**src/rtl/rn_pkg.sv**
```systemverilog
package rn_pkg;
  parameter int NLOG   = 32;
  parameter int NPHYS  = 64;
  parameter int NCKPT  = 4;
  parameter int HDEPTH = 64;

  localparam int LW = $clog2(NLOG);
  localparam int PW = $clog2(NPHYS);
  localparam int CW = $clog2(NCKPT);
  localparam int HW = $clog2(HDEPTH);

  typedef logic [LW-1:0] lregT;
  typedef logic [PW-1:0] pregT;
  typedef logic [CW-1:0] ctagT;
  typedef logic [HW-1:0] hidxT;
  typedef logic [HW:0]   hptrT;

  // strobes from control to datapath
  typedef struct packed {
    logic             rename;
    logic             allocDst;
    logic             takeCkpt;
    ctagT             ckptSlot;
    hidxT             tailIdx;
    logic             commit;
    hidxT             headIdx;
    logic             restore;
    ctagT             restoreSlot;
    logic             undo;
    hidxT             undoIdx;
    logic [NCKPT-1:0] live;
  } strobeT;
endpackage

```
**src/rtl/rename_ctrl.sv**
```systemverilog
module rename_ctrl import rn_pkg::*; (
  input  logic   clk,
  input  logic   rst_n,
  input  logic   renValid,
  input  logic   renHasDest,
  input  logic   renIsBranch,
  input  logic   commitValid,
  input  logic   brValid,
  input  logic   brMispredict,
  input  ctagT   brResTag,
  input  logic   excValid,
  input  logic   freeAny,
  output logic   renReady,
  output ctagT   brTag,
  output strobeT st
);
  hptrT headPtr, tailPtr, used;
  logic histFull, histEmpty;
  logic [NCKPT-1:0] live, liveNext;
  logic [NCKPT-1:0] younger [NCKPT];
  hptrT ckptTail [NCKPT];
  logic walking, mispredict, slotAny;
  ctagT freeSlot;

  always_comb begin
    used      = tailPtr - headPtr;
    histFull  = (used == hptrT'(HDEPTH));
    histEmpty = (used == '0);
    freeSlot  = '0;
    slotAny   = 1'b0;
    for (int k = NCKPT - 1; k >= 0; k--) begin
      if (!live[k]) begin
        freeSlot = ctagT'(k);
        slotAny  = 1'b1;
      end
    end
    mispredict = brValid && brMispredict && !walking;
    renReady   = !walking && !excValid && !mispredict && !histFull &&
                 (renIsBranch ? slotAny : (!renHasDest || freeAny));
    brTag = freeSlot;

    st             = '0;
    st.rename      = renValid && renReady;
    st.allocDst    = st.rename && renHasDest && !renIsBranch;
    st.takeCkpt    = st.rename && renIsBranch;
    st.ckptSlot    = freeSlot;
    st.tailIdx     = hidxT'(tailPtr);
    st.commit      = commitValid && !walking && !excValid && !mispredict && !histEmpty;
    st.headIdx     = hidxT'(headPtr);
    st.restore     = mispredict && !excValid;
    st.restoreSlot = brResTag;
    st.undo        = walking && !histEmpty;
    st.undoIdx     = hidxT'(tailPtr - 1'b1);
    st.live        = live;

    liveNext = live;
    if (brValid && !brMispredict) liveNext[brResTag] = 1'b0;
    if (st.takeCkpt) liveNext[freeSlot] = 1'b1;
  end

  always_ff @(posedge clk) begin
    if (!rst_n) begin
      headPtr <= '0;
      tailPtr <= '0;
      live    <= '0;
      walking <= 1'b0;
    end else if (walking) begin
      if (histEmpty) walking <= 1'b0;
      else           tailPtr <= tailPtr - 1'b1;
    end else if (excValid) begin
      walking <= 1'b1;
      live    <= '0;
    end else if (mispredict) begin
      tailPtr <= ckptTail[brResTag];
      live    <= live & ~(younger[brResTag] |
                          ({{(NCKPT-1){1'b0}}, 1'b1} << brResTag));
    end else begin
      if (st.rename) tailPtr <= tailPtr + 1'b1;
      if (st.commit) headPtr <= headPtr + 1'b1;
      live <= liveNext;
    end
  end

  // checkpoint bookkeeping: history position and age order
  always_ff @(posedge clk) begin
    if (st.takeCkpt) begin
      ckptTail[freeSlot] <= tailPtr + 1'b1;
      younger[freeSlot]  <= '0;
      for (int j = 0; j < NCKPT; j++) begin
        if (live[j]) younger[j][freeSlot] <= 1'b1;
      end
    end
  end
endmodule

```
**src/rtl/rename_datapath.sv**
```systemverilog
module rename_datapath import rn_pkg::*; (
  input  logic   clk,
  input  logic   rst_n,
  input  strobeT st,
  input  lregT   renDst,
  input  lregT   renSrcA,
  input  lregT   renSrcB,
  output pregT   physSrcA,
  output pregT   physSrcB,
  output pregT   physDst,
  output pregT   physPrev,
  output logic   freeAny
);
  pregT mapTbl [NLOG];
  logic [NPHYS-1:0] freeVec;
  lregT histLog  [HDEPTH];
  pregT histNew  [HDEPTH];
  pregT histPrev [HDEPTH];
  logic histHas  [HDEPTH];
  pregT ckptMap  [NCKPT][NLOG];
  logic [NPHYS-1:0] allocMask [NCKPT];

  always_comb begin
    physSrcA = mapTbl[renSrcA];
    physSrcB = mapTbl[renSrcB];
    physPrev = mapTbl[renDst];
    physDst  = '0;
    for (int i = NPHYS - 1; i >= 0; i--) begin
      if (freeVec[i]) physDst = pregT'(i);
    end
    freeAny = |freeVec;
  end

  // per-checkpoint record of registers handed out after the snapshot
  for (genvar c = 0; c < NCKPT; c++) begin : g_mask
    logic [NPHYS-1:0] maskQ;
    always_ff @(posedge clk) begin
      if (st.takeCkpt && st.ckptSlot == ctagT'(c)) maskQ <= '0;
      else if (st.allocDst && st.live[c])         maskQ[physDst] <= 1'b1;
    end
    assign allocMask[c] = maskQ;
  end

  always_ff @(posedge clk) begin
    if (!rst_n) begin
      for (int i = 0; i < NLOG; i++) mapTbl[i] <= pregT'(i);
      for (int i = 0; i < NPHYS; i++) freeVec[i] <= (i >= NLOG);
    end else if (st.undo) begin
      if (histHas[st.undoIdx]) begin
        mapTbl[histLog[st.undoIdx]]   <= histPrev[st.undoIdx];
        freeVec[histNew[st.undoIdx]]  <= 1'b1;
      end
    end else if (st.restore) begin
      for (int i = 0; i < NLOG; i++) mapTbl[i] <= ckptMap[st.restoreSlot][i];
      freeVec <= freeVec | allocMask[st.restoreSlot];
    end else begin
      if (st.allocDst) begin
        mapTbl[renDst]   <= physDst;
        freeVec[physDst] <= 1'b0;
      end
      if (st.commit && histHas[st.headIdx])
        freeVec[histPrev[st.headIdx]] <= 1'b1;
    end
  end

  always_ff @(posedge clk) begin
    if (st.rename) begin
      histLog[st.tailIdx]  <= renDst;
      histNew[st.tailIdx]  <= physDst;
      histPrev[st.tailIdx] <= physPrev;
      histHas[st.tailIdx]  <= st.allocDst;
    end
    if (st.takeCkpt) begin
      for (int i = 0; i < NLOG; i++) ckptMap[st.ckptSlot][i] <= mapTbl[i];
    end
  end
endmodule

```
**src/rtl/rename_unit.sv**
```systemverilog
module rename_unit import rn_pkg::*; (
  input  logic       clk,
  input  logic       rst_n,
  input  logic       renValid,
  input  logic       renHasDest,
  input  logic       renIsBranch,
  input  logic [4:0] renDst,
  input  logic [4:0] renSrcA,
  input  logic [4:0] renSrcB,
  output logic       renReady,
  output logic [5:0] physSrcA,
  output logic [5:0] physSrcB,
  output logic [5:0] physDst,
  output logic [5:0] physPrev,
  output logic [1:0] brTag,
  input  logic       commitValid,
  input  logic       brValid,
  input  logic       brMispredict,
  input  logic [1:0] brResTag,
  input  logic       excValid
);
  strobeT st;
  logic   freeAny;

  rename_ctrl u_ctrl (
    .clk, .rst_n, .renValid, .renHasDest, .renIsBranch, .commitValid,
    .brValid, .brMispredict, .brResTag, .excValid, .freeAny,
    .renReady, .brTag, .st
  );

  rename_datapath u_dp (
    .clk, .rst_n, .st, .renDst, .renSrcA, .renSrcB,
    .physSrcA, .physSrcB, .physDst, .physPrev, .freeAny
  );
endmodule

```
**config.mk**
```make
export PLATFORM = sky130hd
export DESIGN_NAME = rename_unit
export DESIGN_NICKNAME = d
export VERILOG_FILES = /design/src/rtl/rn_pkg.sv /design/src/rtl/rename_ctrl.sv /design/src/rtl/rename_datapath.sv /design/src/rtl/rename_unit.sv
export SDC_FILE = /design/constraint.sdc
export NUM_CORES = 2
export LEC_CHECK = 0
export BUFFER_PORTS_ARGS = -buffer_cell sky130_fd_sc_hd__clkbuf_2
export CAP_MARGIN = 10
export CORE_AREA = 2 2 507 509
export CTS_BUF_LIST = sky130_fd_sc_hd__clkbuf_4 sky130_fd_sc_hd__clkbuf_8
export DETAILED_ROUTE_END_ITERATION = 10
export DIE_AREA = 0 0 509 511
export PLACE_DENSITY_LB_ADDON = 0.2
export SLEW_MARGIN = 20
export SYNTH_ARGS = -nofsm -noshare
export SYNTH_HDL_FRONTEND = slang
export SYNTH_SLANG_ARGS = --single-unit
```
**constraint.sdc**
```tcl
create_clock -name clk -period 13.55 [get_ports clk]
set_input_delay 0.6775 -clock clk [delete_from_list [all_inputs] [get_ports clk]]
set_output_delay 0.6775 -clock clk [all_outputs]
set_load 0.05 [all_outputs]
```
### Word level (Yosys, flattened, before mapping)

Memory sizes are Yosys's and may differ from the RTL's. A register that Yosys moved wholly into a read port is not among the register bits.
Index checks and enable logic that the tools add are counted.

| cells by class | value |
|---|---|
| reductions and logical operators | 48 |
| equal/unequal tests | 7 |
| add/sub/neg operators | 4 |
| mux-type cells | 178 |
| shifts and indexed selects | 1 |
| $lt $le $gt $ge | 11 |
| bitwise logic cells | 51 |

Operators with widths:

| cell | number |
|---|---|
| $mux W64 | 10 |
| $mux W6 | 102 |
| $or A64 B64 Y64 | 7 |
| $bmux W64 S2 | 1 |
| $and A64 B64 Y64 | 1 |
| $not A64 Y64 | 1 |
| $reduce_or A64 Y1 | 1 |
| $mux W1 | 41 |
| $mux W7 | 5 |
| $mux W4 | 8 |
| $or A1 B1 Y1 | 32 |
| $logic_and A1 B1 Y1 | 31 |
| $lt A6 B7 Y1 const B | 3 |
| $demux W1 S6 | 3 |
| $ge A6 B1 Y1 const B | 3 |
| $add A7 B1 Y7 const B | 2 |
| $reduce_or A6 Y1 | 2 |
| $mux W5 | 2 |
| $and A4 B4 Y4 | 2 |
| $logic_not A1 Y1 | 8 |
| $mux W2 | 4 |
| $not A4 Y4 | 2 |
| $or A4 B4 Y4 | 2 |
| $eq A7 B7 Y1 const B | 1 |
| 19 further kinds | 26 |

| storage, ports and cells | value |
|---|---|
| memory bits (writable) | 2,156 |
| register bits | 339 |
| memories | 8 |
| logic and storage cells | 317 |

Memories:

| name | words | width | rd ports | clocked after memory_dff | wr ports | line | RTL |
|---|---|---|---|---|---|---|---|
| u_dp.ckptMap | 4 | 192 | 1 | 0 | 1 | rename_datapath.sv:20 | `pregT ckptMap [NCKPT][NLOG];` |
| u_dp.histNew | 64 | 6 | 1 | 0 | 1 | rename_datapath.sv:17 | `pregT histNew [HDEPTH];` |
| u_dp.histPrev | 64 | 6 | 2 | 1 | 1 | rename_datapath.sv:18 | `pregT histPrev [HDEPTH];` |
| u_dp.histLog | 64 | 5 | 1 | 0 | 1 | rename_datapath.sv:16 | `lregT histLog [HDEPTH];` |
| u_dp.mapTbl | 32 | 6 | 35 | 0 | 32 | rename_datapath.sv:14 | `pregT mapTbl [NLOG];` |
| u_dp.histHas | 64 | 1 | 2 | 1 | 1 | rename_datapath.sv:19 | `logic histHas [HDEPTH];` |
| +2 memories | -- | -- | -- | -- | -- | -- |  |

### Longest topological paths before layout

| depth | value |
|---|---|
| word-level depth | 78 |
| mapped depth | 23 |
| mapped depth without buffers | 13 |

### Cells and area by module

A second synthesis with hierarchy kept.

| unflattened totals | value |
|---|---|
| cells, all modules | 6,116 |
| area, all modules | 106,453.3 µm² |

By module, submodules not included:

| module | area each (µm²) | times used | cells each |
|---|---|---|---|
| rename_datapath | 103,087.6 | 1 | 5,777 |
| rename_ctrl | 3,365.7 | 1 | 339 |

### Least setup slack after synthesis

OpenSTA, ideal clock, no wires.

| timing | value |
|---|---|
| kind | flip-flop to flip-flop |
| start point | register u_ctrl.tailPtr[0] |
| end point | memory u_ctrl.ckptTail[3][0] (netlist bit) (enable) |
| arrival time | 8.993 ns |
| buffers on the path | 9 |
| required time | 12.907 ns |
| stages on the path, launching flop included | 20 |
| clock period less this slack | 9.636 ns |
| slack | 3.914 ns |
| library setup time | 0.643 ns |
| cell sequence | dfxtp_1 > buf_6 > buf_6 > buf_6 > buf_6 > buf_6 > buf_6 > buf_4 > inv_1 > ha_1 > nand2b_1 > a21oi_1 > o221ai_1 > o311a_1 > a21oi_1 > nand3_1 > or3_1 > clkbuf_1 > inv_1 > clkbuf_1 |

| between the ends | value |
|---|---|
| longest elaborated chain between the ends | 9 |

RTL lines:

| item | line | RTL |
|---|---|---|
| from (decl) | rename_ctrl.sv:17 | `hptrT headPtr, tailPtr, used;` |
| from (signal assigned) | rename_ctrl.sv:69 | `else tailPtr <= tailPtr - 1'b1;` |
| from (signal assigned) | rename_ctrl.sv:74 | `tailPtr <= ckptTail[brResTag];` |
| from (signal assigned) | rename_ctrl.sv:78 | `if (st.rename) tailPtr <= tailPtr + 1'b1;` |
| $sub A7 B7 Y7 | rename_ctrl.sv:26 | `used = tailPtr - headPtr;` |
| $eq A7 B7 Y1 | rename_ctrl.sv:27 | `histFull = (used == hptrT'(HDEPTH));` |
| $logic_not A1 Y1 | rename_ctrl.sv:38 | `renReady = !walking && !excValid && !mispredict && !histFull &&` |
| $logic_and A1 B1 Y1 (2 in a row) | rename_ctrl.sv:38 |  |
| $logic_and A1 B1 Y1 | rename_ctrl.sv:43 | `st.rename = renValid && renReady;` |
| $logic_and A1 B1 Y1 | rename_ctrl.sv:45 | `st.takeCkpt = st.rename && renIsBranch;` |
| $mux W1 | rename_ctrl.sv:86 | `if (st.takeCkpt) begin` |
| $mux W1 (implied by the code) | rename_ctrl.sv:87 | `ckptTail[freeSlot] <= tailPtr + 1'b1;` |
| to (decl) | rename_ctrl.sv:21 | `hptrT ckptTail [NCKPT];` |

Every way passes these cells.

==> impl_metrics.tcl <==
set metrics [dict create \
    status "finished, final reports clean" \
    power_density_nw_per_um2 216 \
    cts.root.buffer_cell "clkbuf_8" \
    drt_iter0_drc 7740 \
    ys_seq_area_share_pct 67.1 \
    combPwrFrac_pct 37.3 \
    dp.final_hpwl_um 193000 \
    n_fill_cell 21726 \
    cts_max_path_buffers 4 \
    slew_headroom_pct 20.4 \
    rsz0062_at_grt "false" \
    io_buffers 52 \
    cp_max_fo 61 \
    grt_usage_pct 24.5 \
    worst-r2r-cell-count 13 \
    worstSetupPathType "flip-flop to flip-flop" \
    cts_tree "done" \
    layout-drive-gt1-share_pct 29.9 \
    clkPwrFrac_pct 26.0 \
    clk_latency_ns 1.14 \
    vias_per_cell 6.22 \
    grtUsageMet3_pct 4.63 \
    reg2reg_slack_ns 5.89 \
    final_area_um2 119000 \
    postSynth.asyncResetShare_pct 0 \
    ys_warn_count 0 \
    fin_setup_tns_ns 0 \
    die_x_um 509 \
    multi_input_area_um2 33400 \
    drt-wirelength-per-cell_um 32.3 \
    cts_max_level 5 \
    netSwitchingFraction_pct 39.6 \
    synth_cell_types 92 \
    syn_inst 6072 \
    met2_usage_pct 38.2 \
    place_area_um2 111000 \
    clk_pin_slew_ns 0.07 \
    p_leak_nw 37.9 \
    tightest_slew_ns 1.19 \
    start_util_pct 41.7 \
    reg2reg_to "u_dp.mapTbl[22][4]$_DFFE_PP_" \
    gp_congestion 0.933 \
    vias 62145 \
    synth_edf_count 2140 \
    endpoint_kind "flip-flop" \
    ir_drop_v 0.000337 \
    synth_ff_type "edfxtp_1" \
    grt_pass1_vias 61209 \
    worst_hold_path_type "input pin to flip-flop" \
    hold_violations 0 \
    gr-total-overflow 0 \
    drc 0 \
    antenna_found_initial 12 \
    r2r-start "u_ctrl.tailPtr[0]$_SDFFE_PN0P_" \
    die_h_um 511 \
    clock_sinks 2497 \
    cts-resized-gates 0 \
    ant_nets 0 \
    ys_ff_latch 2497 \
    cts_made_buffers 425 \
    final_cell_mix "2140 x edfxtp_1, 912 x mux4_2, 464 x nor2_1" \
    switching_power_w 0.0102 \
    cap_violations 0 \
    grt_use_met1_pct 34.8 \
    finalWirelength_um 322000 \
    grt_max_degree 145 \
    worst_ep_arrival_time_ns 8.38 \
    finalMaxSlewViolations 0 \
    firstDrtPassIters 5 \
    fp-row-count 186 \
    synth_fp_nets 6107 \
    pwr-share-seq_pct 36.7 \
    grt-busiest-layer "met2" \
    fin_nets 6326 \
    fmax_mhz 131 \
    final_common_cell "edfxtp_1" \
    core_area_um2 255000 \
    startpoint "u_ctrl.tailPtr[0]$_SDFFE_PN0P_" \
    intPower_w 0.0155 \
    critPathLaunchType "flip-flop" \
    fin_crit_ns 7.66 \
    syn_to_final_growth_pct 12.1 \
    finClkSkew_ns 0.149 \
    power.total_w 0.0257 \
    setup_violations 0 \
    design.die.area_um2 260000 \
    ioPinCount 53 \
    finalCritPeriodShare_pct 56.5 \
    avgSynthCellArea_um2 17.5 \
    layout.area.seq_um2 71400 \
    synth_area_um2 106000 \
    required_ns 14.28 \
    cp-endpoint "u_dp.mapTbl[22][4]$_DFFE_PP_" \
    grt_pass1_wl_um 457000 \
]
==> registers in the layout, summed over array words and instances, names as in the netlist, 28 cells and up, named ones only <==
name               flops
u_dp.histHas          64
u_dp.ckptMap         768
u_dp.g_mask.maskQ    256
u_dp.histPrev        384
u_dp.mapTbl          192
u_dp.histNew         384
u_ctrl.ckptTail       28
u_dp.histLog         320
u_dp.freeVec          64
==> routing by layer <==
metal	routed length [um]	share of wire, %	up-vias
met2	152000	47	3076
met1	134000	42	33267
met4	9750	3.0	4
li1	-	-	25252
met5	21	0.0065	-
met3	26600	8.3	546
==> cells in the mapped netlist (all sizes together) (12+ instances only) <==
master | n | area share, %
a211o | 15 | 0.12
a211oi | 16 | 0.12
a21oi | 230 | 1.1
a221oi | 18 | 0.15
a22oi | 34 | 0.24
a31oi | 135 | 0.79
and2 | 17 | 0.10
and3 | 12 | 0.071
buf | 177 | 0.90
clkbuf | 259 | 0.92
dfxtp | 357 | 6.7
edfxtp | 2140 | 60
inv | 55 | 0.19
mux2 | 22 | 0.23
mux2i | 126 | 1.2
mux4 | 912 | 19
nand2 | 300 | 1.1
nand2b | 32 | 0.19
nand3 | 66 | 0.31
nand4 | 12 | 0.071
nor2 | 523 | 1.9
nor2b | 22 | 0.13
nor3 | 76 | 0.36
nor4 | 27 | 0.17
o2111ai | 12 | 0.099
o211ai | 16 | 0.11
o21a | 17 | 0.12
o21ai | 196 | 0.92
o22a | 31 | 0.26
o22ai | 17 | 0.10
o31ai | 14 | 0.12
or2 | 23 | 0.14
or3 | 27 | 0.17
or4 | 15 | 0.11
xnor2 | 12 | 0.099
==> worst max-delay path, stage by stage, from the launching register on <==
cell,delay (ns)
dfxtp_4,0.81
inv_1,0.46
ha_4,0.87
buf_4,0.69
buf_4,0.85
mux4_2,0.37
nor2_1,0.05
nor2_1,0.18
o211ai_1,0.10
o32ai_1,0.47
nand2_1,0.26
a21oi_2,0.35
nand3b_1,0.68
o21ai_0,1.01
==> through the flow <==
stage | hold WS (ns) | setup WS (ns) | util (%) | cells
global route | 0.132 | 5.43 | 46.7 | 9985
finish | 0.164 | 5.89 | 46.7 | 9986
global placement | 0.430 | 5.99 | 43.4 | 9242
detailed placement | 0.435 | 5.82 | 43.4 | 9242
CTS | 0.0600 | 5.82 | 46.7 | 9983
floorplan | 0.420 | 3.91 | - | 6072
==> how the worst min path moves through the flow <==
stage | end | depth (start not counted) | from | slack [ns]
after global routing | u_ctrl.live[0]$_SDFFE_PN0N_ | 5 | brMispredict | 0.13
after floorplan | u_ctrl.younger[2][1]$_DFF_P_ | 2 | u_ctrl.younger[2][1]$_DFF_P_ | 0.42
final | u_ctrl.live[1]$_SDFFE_PN0N_ | 5 | brMispredict | 0.16
after CTS | u_ctrl.live[0]$_SDFFE_PN0N_ | 5 | brMispredict | 0.06
after detailed placement | u_ctrl.younger[0][2]$_DFF_P_ | 2 | u_ctrl.younger[0][2]$_DFF_P_ | 0.43
after global placement | u_ctrl.younger[0][1]$_DFF_P_ | 2 | u_ctrl.younger[0][1]$_DFF_P_ | 0.43
==> area by class of cell <==
class	instances	area share, %
well taps	3384	3.55
diodes	2	0.00420
flip-flops and latches	2497	59.9
inverters	56	0.204
clock buffers	582	6.02
repair buffers	228	1.43
multi-input cells	3083	28.0
clock inverters	154	0.872
==> logic make-up after synthesis <==
family	Yosys count	share of synthesized area (%)
mux	1060	20.8
xor+xnor	18	0.148
simple gates	1168	4.88
fa+ha+maj	9	0.106
compound gates	828	4.92
buf+inv	492	2.02
flops	2497	67.1
==> power by group through the flow <==
stage | registers (W) | clock network [W] | logic, W
2_1_floorplan | 0.00949 | 0 | 0.00527
3_3_place_gp | 0.00957 | 0 | 0.00942
3_5_place_dp | 0.00959 | 0 | 0.00947
4_1_cts | 0.00943 | 0.00681 | 0.00950
5_1_grt | 0.00946 | 0.00713 | 0.00986
6_report | 0.00943 | 0.00669 | 0.00958
==> what timing repair did <==
action | 4_1_cts | 5_1_grt
buffers inserted | 0 | 0
hold endpoints to repair | 71 | 0
hold buffers | 5 | 0
(Power assumes the default switching activity.)
